===== src/rtl/alu_flag_unit.sv =====
module alu_flag_unit #(
  parameter int W = 8
) (
  input  logic         clk,
  input  logic         rst_n,
  input  logic         valid,
  input  logic [2:0]   op,
  input  logic [W-1:0] a,
  input  logic [W-1:0] b,
  output logic [W-1:0] result,
  output logic         flag_carry,
  output logic         flag_parity,
  output logic         flag_nibble,
  output logic         flag_zero,
  output logic         flag_sign,
  output logic         flag_ovf
);
  localparam int MSB = W - 1;

  localparam logic [2:0] OP_ADD = 3'd0;
  localparam logic [2:0] OP_SUB = 3'd1;
  localparam logic [2:0] OP_AND = 3'd2;
  localparam logic [2:0] OP_OR  = 3'd3;
  localparam logic [2:0] OP_XOR = 3'd4;

  logic [W:0] sum_w, dif_w;
  logic       is_arith, is_legal;
  logic       nxt_c, nxt_a, nxt_o;

  assign sum_w = {1'b0, a} + {1'b0, b};
  assign dif_w = {1'b0, a} - {1'b0, b};

  assign is_arith = (op == OP_ADD) || (op == OP_SUB);
  assign is_legal = (op <= OP_XOR);

  always_comb begin
    case (op)
      OP_ADD:  result = sum_w[W-1:0];
      OP_SUB:  result = dif_w[W-1:0];
      OP_AND:  result = a & b;
      OP_OR:   result = a | b;
      OP_XOR:  result = a ^ b;
      default: result = '0;
    endcase
  end

  assign nxt_c = (op == OP_ADD) ? sum_w[W] : (op == OP_SUB) ? dif_w[W] : 1'b0;
  assign nxt_a = is_arith & (a[4] ^ b[4] ^ result[4]);
  assign nxt_o = (op == OP_ADD) ? ((a[MSB] == b[MSB]) && (result[MSB] != a[MSB])) :
                 (op == OP_SUB) ? ((a[MSB] != b[MSB]) && (result[MSB] != a[MSB])) : 1'b0;

  always_ff @(posedge clk or negedge rst_n) begin
    if (!rst_n) begin
      flag_carry  <= 1'b0;
      flag_parity <= 1'b0;
      flag_nibble <= 1'b0;
      flag_zero   <= 1'b0;
      flag_sign   <= 1'b0;
      flag_ovf    <= 1'b0;
    end else if (valid && is_legal) begin
      flag_carry  <= nxt_c;
      flag_parity <= ~^result[7:0];
      flag_nibble <= nxt_a;
      flag_zero   <= (result == '0);
      flag_sign   <= result[MSB];
      flag_ovf    <= nxt_o;
    end
  end

  assert_add_top_carry_R1: assert property (@(posedge clk) disable iff (!rst_n)
    valid && op == OP_ADD && a[MSB] && b[MSB] |=> flag_carry);
  assert_sub_equal_R2: assert property (@(posedge clk) disable iff (!rst_n)
    valid && op == OP_SUB && a == b |=> flag_zero && !flag_carry && !flag_ovf);
  assert_zero_not_neg_R4: assert property (@(posedge clk) disable iff (!rst_n)
    flag_zero |-> !flag_sign);
  assert_zero_result_R5: assert property (@(posedge clk) disable iff (!rst_n)
    valid && is_legal && result == '0 |=> flag_zero && flag_parity);
  assert_logic_clears_R8: assert property (@(posedge clk) disable iff (!rst_n)
    valid && op >= OP_AND && op <= OP_XOR |=> !flag_carry && !flag_ovf && !flag_nibble);
  assert_hold_idle_R9: assert property (@(posedge clk) disable iff (!rst_n)
    !valid |=> $stable({flag_carry, flag_parity, flag_nibble, flag_zero, flag_sign, flag_ovf}));
  assert_reserved_hold_R11: assert property (@(posedge clk) disable iff (!rst_n)
    valid && op > OP_XOR |=> $stable({flag_carry, flag_parity, flag_nibble, flag_zero, flag_sign, flag_ovf}));
endmodule


===== config.mk =====
export PLATFORM = sky130hd
export DESIGN_NAME = alu_flag_unit
export DESIGN_NICKNAME = d
export VERILOG_FILES = /design/src/rtl/alu_flag_unit.sv
export SDC_FILE = /design/constraint.sdc
export NUM_CORES = 1
export LEC_CHECK = 0
export ABC_AREA = 1
export BUFFER_PORTS_ARGS = -buffer_cell sky130_fd_sc_hd__buf_4
export CAP_MARGIN = 30
export CORE_MARGIN = 2
export CORE_UTILIZATION = 50
export DETAILED_ROUTE_END_ITERATION = 10
export GPL_TIMING_DRIVEN = 0
export MAX_ROUTING_LAYER = met4
export PLACE_DENSITY = 0.86
export SLEW_MARGIN = 20
export SYNTH_ARGS = -nofsm -noshare
export SYNTH_HDL_FRONTEND = slang
export SYNTH_SLANG_ARGS = --single-unit

===== constraint.sdc =====
create_clock -name clk -period 2.3 [get_ports clk]
set_input_delay 0.46 -clock clk [delete_from_list [all_inputs] [get_ports clk]]
set_output_delay 0.46 -clock clk [all_outputs]
set_load 0.005 [all_outputs]

# Yosys cells after proc, flatten, opt, wreduce, memory -nomap -nowiden
# Cells that the tools add are included.
[word_totals]
ff_bits = 6
latch_bits = 0
ramBits = 0
romBits = 0
inputBits = 22
word_cells = 34
memories = 0
[classes]
addsub = 2
mul = 0
n_div = 0
order_cmp = 1
n_eq_ne = 7
shift = 0
n_mux = 5
bitwise_logic = 6
n_reduce_logical = 7
[ops]
columns = ["op", "count"]
rows = [
  ["$pmux W8 S5", 1],
  ["$add A8 B8 Y9", 1],
  ["$sub A8 B8 Y9", 1],
  ["$and A8 B8 Y8", 1],
  ["$logic_not A8 Y1", 1],
  ["$or A8 B8 Y8", 1],
  ["$reduce_xnor A8 Y1", 1],
  ["$xor A8 B8 Y8", 1],
  ["$eq A3 B2 Y1 const B", 2],
  ["$mux W1", 4],
  ["$eq A3 B1 Y1 const B", 1],
  ["$eq A3 B3 Y1 const B", 1],
  ["$le A3 B3 Y1 const B", 1],
  ["$logic_and A1 B1 Y1", 3],
  ["$logic_not A3 Y1", 1],
  ["$ne A1 B1 Y1", 2],
  ["$xor A1 B1 Y1", 2],
  ["$and A1 B1 Y1", 1],
  ["$eq A1 B1 Y1", 1],
  ["$logic_or A1 B1 Y1", 1],
]

# Longest topological paths before layout
# Gate-level depths: netlist (run 1).
[depth]
ltp_word = 6
mapped_depth = 16
ltp_nobuf = 15

# Least setup slack after synthesis (run 1)
# No wires, ideal clock.
[synth_path]
kind = "input-to-reg"
startpoint = "input a[3]"
endpoint = "register flag_parity"
t_arrival_ns = 2.377
required_ns = 2.168
setup_slack_ns = -0.209
path_stages = 15
n_path_buf = 1
cell_sequence = "inv_1 ha_1 clkbuf_2 a21oi_1 nor2_1 nor2_1 o21ai_0 nand2_1 nand2_1 o211ai_1 inv_1 ha_1 xnor2_1 xnor2_1 o21ai_0"
[synth_between]
elab_chain_len = 3
elab_cells_between_ends = 7
[synth_lines]
columns = ["element", "line", "text"]
rows = [
  ["from (decl)", "8", "input logic [W-1:0] a,"],
  ["$sub A8 B8 Y9 or $add A8 B8 Y9 (tied branches)", "31, 30", ""],
  ["$pmux W8 S5 (*)", "37", "case (op)"],
  ["via result[6]", "10", "output logic [W-1:0] result,"],
  ["$reduce_xnor A8 Y1 (*)", "62", "flag_parity <= ~^result[7:0];"],
  ["to (signal assigned)", "62", ""],
  ["to (decl)", "12", "output logic flag_parity,"],
]
# The timed path passes the listed nets; every way through them passes the cells marked *.
# A chain may end at the register's enable or synchronous reset.

# Worst setup path after layout (run 1)
[layout_path]
startpoint = "input b[0]"
endpoint = "output result[2]"
[layout_between]
elab_chain_len = 2
elab_cells_between_ends = 3
[layout_lines]
columns = ["element", "line", "text"]
rows = [
  ["from (decl)", "9", "input logic [W-1:0] b,"],
  ["$sub A8 B8 Y9 or $add A8 B8 Y9 (tied branches)", "31, 30", ""],
  ["$pmux W8 S5 (*)", "37", ""],
  ["to (decl)", "10", ""],
]
# Mark *: on every way between the ends. The rest lies on a longest branch, timed or not.

==> results_dict.tcl, run 1 <==
set metrics [dict create \
    synth_area_leaders "ha_1 (22%), nand2_1 (13%), inv_1 (12%)" \
    grt_pass1_vias 1673 \
    clockRootBuffer "clkbuf_4" \
    cts_tree "done" \
    route.detailed.drc 0 \
    num_antenna_cells 0 \
    setup_viol 7 \
    yosys-top-cells-count "nand2_1 (53), inv_1 (49), nor2_1 (30), ha_1 (28), nand3_1 (22)" \
    hpwl_mm 3.24 \
    io_buffers 35 \
    rows 20 \
    placed_area_sq_um 1940 \
    nNetsFinal 357 \
    h-tree-depth 1 \
    cp.required_ns 1.84 \
    period_minus_slack_ns 2.46 \
    maxClockFrequency_mhz 407 \
    fp.dieH_um 59.8 \
    boundaryPins 36 \
    relSlewSlack_pct 77.3 \
    initial_core_util_pct 51.9 \
    yosysMostFrequentCell "nand2_1" \
    grt_max_degree 11 \
    pwr-share-seq_pct 16.4 \
    leakage_nw 1.19 \
    min_path_type "reg2reg" \
    switching_share_pct 44.4 \
    synth.cell_area_sq_um 1560 \
    routedWlPerCell_um 15.1 \
    slowest_stage "fa_2" \
    grt.total_usage_pct 27.9 \
    worst-r2r-cell-count 2 \
    grt_pass1_wl_mm 7.36 \
    clock_sinks 6 \
    status "finished, violations left" \
    crit_arrival_ns 2.00 \
    yosys_warnings 0 \
    endpoint "result[2]" \
    synthFlopType "dfrtp_1" \
    worst_pin_slew_ns 0.341 \
    internal-power_w 0.000460 \
    syn-num-nets 305 \
    finish.instance_area_sq_um 2320 \
    finClkSkew_ns 0 \
    cp_max_fo 3 \
    core_sq_um 3000 \
    violations "negative setup slack" \
    gp_congestion 0.930 \
    path_common_cell "inv_2" \
    startpoint_type "input port" \
    async_flop_share_pct 100 \
    numCtsBuffers 3 \
    drive_above_1_share_pct 39.9 \
    yosysTopAreaCell "ha_1" \
    synth_cells 253 \
    dr.pass1.iters 7 \
    r2r_start "flag_carry" \
    finalSetupTns_ns -0.693 \
    synth-seq-area-share_pct 9.64 \
    final_antenna_net_count 0 \
    p_sw_w 0.000368 \
    timing.critical_path.slowest_cell_delay_ns 0.41 \
    antenna_found_initial 0 \
    routed_via_density 5.67 \
    clock_latency_ns 0.25 \
    via_count 1906 \
    gr-total-overflow 0 \
    layout_setup_ws_ns -0.159 \
    synth.top_cell.area_share_pct 22.5 \
    powerDensity_nw_per_um2 357 \
    die-area_sq_um 3580 \
    synth_cell_types 34 \
    syn_to_final_growth_pct 48.9 \
    vdd_ir_drop_max_v 0.000163 \
    clk_path_buf_depth 2 \
    crit_type "in2out" \
    timing.final.crit_share_pct 107 \
    whs_path_depth 2 \
    r2r_slack_ns 1.64 \
    drt_iter0_markers 89 \
    crit_chain "buf_6, ha_4, inv_2, fa_2, inv_2, nand2_2, nand3_2, o21ai_4, a2111o_1, buf_4" \
    die_w_um 59.8 \
    crit_start "b[0]" \
    rsz0062_at_grt "true" \
    hold_violations 0 \
    cap_violations 0 \
    ys_ff_latch 6 \
    syn_area_per_cell_sq_um 6.16 \
    slew_violations 0 \
    r2r-end "flag_carry" \
    clk_pin_slew_ns 0.04 \
    cp-end-kind "output pin" \
    synth-edff-count 0 \
    routed_wl_mm 5.08 \
    clock_power_share_pct 12.3 \
    comb_power_share_pct 71.3 \
]
how the worst min path moves through the flow:
stage	from	endpoint	slack, ns
2_1_floorplan	rst_n	flag_carry	0.16
3_3_place_gp	rst_n	flag_zero	0.27
3_5_place_dp	rst_n	flag_parity	0.27
4_1_cts	rst_n	flag_parity	0.001
5_1_grt	flag_ovf	flag_ovf	0.52
6_report	flag_ovf	flag_ovf	0.49
per-layer routing:
metal / part of all wire, % / vias up / GRT usage [%] / wire length, um
met4: 1.8 / 0 / 8.25 / 92
met1: 39 / 873 / 32.4 / 1990
met3: 7.1 / 11 / 0.649 / 362
li1: - / 910 / - / -
met2: 52 / 112 / 51.6 / 2630
met5: 0 / - / - / 0
cell usage in the layout (no fill, tap or decap), types with 3 or more instances in the layout:
master | netlist | routed
nand2_1 | 53 | 47
buf_4 | 2 | 43
inv_1 | 49 | 33
nor2_1 | 30 | 26
ha_1 | 28 | 19
nand3_1 | 22 | 17
inv_2 | 2 | 11
ha_4 | 0 | 9
nand2_2 | 2 | 8
a21oi_1 | 15 | 8
inv_4 | 1 | 6
dfrtp_1 | 6 | 6
a21oi_2 | 0 | 5
nor2_2 | 1 | 4
nand3_2 | 0 | 4
buf_6 | 0 | 4
o21ai_0 | 9 | 4
o22ai_1 | 4 | 4
o21ai_1 | 1 | 4
nor2_4 | 2 | 3
nor3_2 | 1 | 3
nand4_1 | 3 | 3
clkbuf_4 | 0 | 3
worst max-delay path: cells and delay by family:
kind / cells / cell delay [ns]
adders and majority gates: 2 / 0.56
and+or+nand+nor: 2 / 0.14
buffers and inverters: 4 / 0.38
AOI/OAI and AO/OA: 2 / 0.45
power groups by stage:
stage / Clock [W] / Sequential [W] / Combinational, W
after floorplan: 0 / 0.000138 / 0.000287
after global placement: 0 / 0.000136 / 0.000435
after detailed placement: 0 / 0.000137 / 0.000446
after CTS: 0.000103 / 0.000136 / 0.000511
after global routing: 0.000110 / 0.000138 / 0.000647
final: 0.000102 / 0.000136 / 0.000590
sequential cells by signal (all words and copies together), names as in the netlist:
signal and count:
flag_parity 1, flag_carry 1, flag_nibble 1, flag_zero 1, flag_ovf 1, flag_sign 1
timing repair:
item                       in CTS  in global routing
setup buffers                   5                  7
hold endpoints to repair        0                  3
resized for setup              36                 31
pin swaps                      16                 26
setup endpoints to repair       7                  8
gates cloned                    0                  1
hold buffers                    0                  1
cells by family (layout without fill, tap and decap cells):
group / Yosys count / count (layout) / synth area share (%)
flops: 6 / 6 / 9.64
buf+inv: 56 / 106 / 14.3
fa+ha+maj: 30 / 30 / 25.1
xor+xnor: 3 / 3 / 1.69
compound gates: 38 / 38 / 14.6
simple gates: 120 / 120 / 34.7
per-stage QoR:
step           instances  power, W  hold WS, ns  util, %  setup WS, ns
2_1_floorplan        253  0.000425        0.164        -       -0.0572
3_3_place_gp         321  0.000571        0.269     64.5        -0.448
3_5_place_dp         321  0.000583        0.271     64.5        -0.471
4_1_cts              328  0.000750      0.00120     71.3       -0.0276
5_1_grt              336  0.000895        0.519     77.3        -0.197
6_report             336  0.000828        0.485     77.3        -0.159
final cells by class:
cell class,count,area (sq um)
Inverter,52,228
Fill cell,209,683
Tap cell,33,41.3
Timing Repair Buffer,49,392
Sequential cell,6,150
Multi-Input combinational cell,191,1460
Buffer,2,25.0
Clock buffer,3,22.5
(Power assumes the default switching activity.)
==> run 2, diff against run 1 <==
--- a/config.mk
+++ b/config.mk
@@ -8,12 +8,15 @@
 export ABC_AREA = 1
 export BUFFER_PORTS_ARGS = -buffer_cell sky130_fd_sc_hd__buf_4
 export CAP_MARGIN = 30
+export CORE_ASPECT_RATIO = 0.7
 export CORE_MARGIN = 2
 export CORE_UTILIZATION = 50
+export CTS_CLUSTER_SIZE = 40
 export DETAILED_ROUTE_END_ITERATION = 10
 export GPL_TIMING_DRIVEN = 0
 export MAX_ROUTING_LAYER = met4
 export PLACE_DENSITY = 0.86
+export RECOVER_POWER = 25
 export SLEW_MARGIN = 20
 export SYNTH_ARGS = -nofsm -noshare
 export SYNTH_HDL_FRONTEND = slang
==> results_dict.tcl, run 2 (synthesized netlist as in run 1, its figures left out) <==
set metrics [dict create \
    gr-total-overflow 0 \
    slew_violations 0 \
    nNetsFinal 360 \
    min_path_type "in2async" \
    routed_wl_mm 6.06 \
    h-tree-depth 1 \
    core_sq_um 2880 \
    antenna_found_initial 0 \
    cts_tree "done" \
    grt.total_usage_pct 27.4 \
    die-area_sq_um 3590 \
    grt_max_degree 10 \
    numCtsBuffers 3 \
    drt_iter0_markers 222 \
    boundaryPins 36 \
    routedWlPerCell_um 17.7 \
    gp_congestion 0.950 \
    cp_max_fo 2 \
    route.detailed.drc 0 \
    hpwl_mm 3.32 \
    clock_sinks 6 \
    startpoint_type "input port" \
    grt_pass1_vias 1739 \
    vdd_ir_drop_max_v 0.000316 \
    drive_above_1_share_pct 42.8 \
    finClkSkew_ns 0 \
    routed_via_density 6.17 \
    status "finished, violations left" \
    final_cell_mix "nand2_1 (43), buf_4 (43), inv_1 (28)" \
    cap_violations 0 \
    finalSetupTns_ns -1.13 \
    worst-r2r-cell-count 2 \
    initial_core_util_pct 54.0 \
    maxClockFrequency_mhz 387 \
    relSlewSlack_pct 71.1 \
    clock_latency_ns 0.23 \
    final_antenna_net_count 0 \
    powerDensity_nw_per_um2 397 \
    num_antenna_cells 0 \
    ctsHoldBuffers 0 \
    die_w_um 70.7 \
    dr.pass1.iters 6 \
    timing.final.crit_share_pct 112 \
    violations "negative setup slack" \
    utilization_pct 82.7 \
    rows 16 \
    cp-end-kind "flop" \
    syn_to_final_growth_pct 53.0 \
    grt_pass1_wl_mm 7.70 \
    hold_violations 0 \
    post-place-ws_ns -0.408 \
    period_minus_slack_ns 2.59 \
    cp.required_ns 2.41 \
    layout_setup_ws_ns -0.286 \
    fp.dieH_um 50.7 \
    crit_arrival_ns 2.70 \
    r2r_slack_ns 1.60 \
    rsz0062_at_grt "true" \
    setup_viol 9 \
    worst_pin_slew_ns 0.430 \
    via_count 2109 \
    io_buffers 35 \
    clockRootBuffer "clkbuf_8" \
    clk_pin_slew_ns 0.04 \
    crit_type "in2reg" \
    clk_path_buf_depth 2 \
    leakage_nw 1.21 \
]
[run 2: metal layers]
metal | part of all wire, % | up-vias | GRT usage, %
li1 | - | 917 | -
met1 | 38 | 953 | 36.5
met2 | 45 | 194 | 44.4
met3 | 12 | 45 | 4.02
met4 | 4.3 | 0 | 5.97
met5 | 0 | - | -
[run 2: worst max-delay path, stage by stage]
cell	delay [ns]
buf_12	0.09
inv_12	0.03
ha_4	0.16
fa_2	0.39
inv_2	0.08
nand4_1	0.14
nand3b_1	0.17
nor2_1	0.06
nor2_1	0.12
nand2_1	0.09
o211ai_1	0.15
inv_1	0.13
ha_4	0.27
xnor2_2	0.13
xnor2_1	0.15
o21ai_1	0.08
[run 2: final cells by class]
type	count	area (sq um)
Buffer	2	22.5
Clock buffer	3	41.3
Fill cell	169	499
Inverter	52	238
Multi-Input combinational cell	191	1450
Sequential cell	6	150
Tap cell	36	45.0
Timing Repair Buffer	52	434
[run 2: final timing paths]
path                             from     endpoint
setup / recovery                 a[0]  flag_parity
hold / removal                  rst_n  flag_nibble
setup reg to reg           flag_carry   flag_carry
hold reg to reg             flag_sign    flag_sign
max in group asynchronous       rst_n    flag_zero
min in group clk            flag_sign    flag_sign
[run 2: metrics by stage]
stage	power, W	hold slack, ns	cell area [sq um]	std cells
3_3_place_gp	0.000577	0.269	1940	324
6_report	0.000947	0.119	2380	342
5_1_grt	0.000986	0.143	2380	342
3_5_place_dp	0.000584	0.273	1940	324
2_1_floorplan	0.000425	0.164	1630	253
4_1_cts	0.000800	0.0374	2160	333
[run 2: where the power goes]
part,switching [W],internal [W]
Clock,0.0000568,0.000113
Combinational,0.000346,0.000293
Sequential,0.0000122,0.000126
Total,0.000415,0.000532
[run 2: repair_timing]
item                       4_1_cts  5_1_grt
buffers inserted                 8        9
gates resized for setup         39       43
setup endpoints to repair        8        7
pin swaps                       25       19
cloned                           0        0
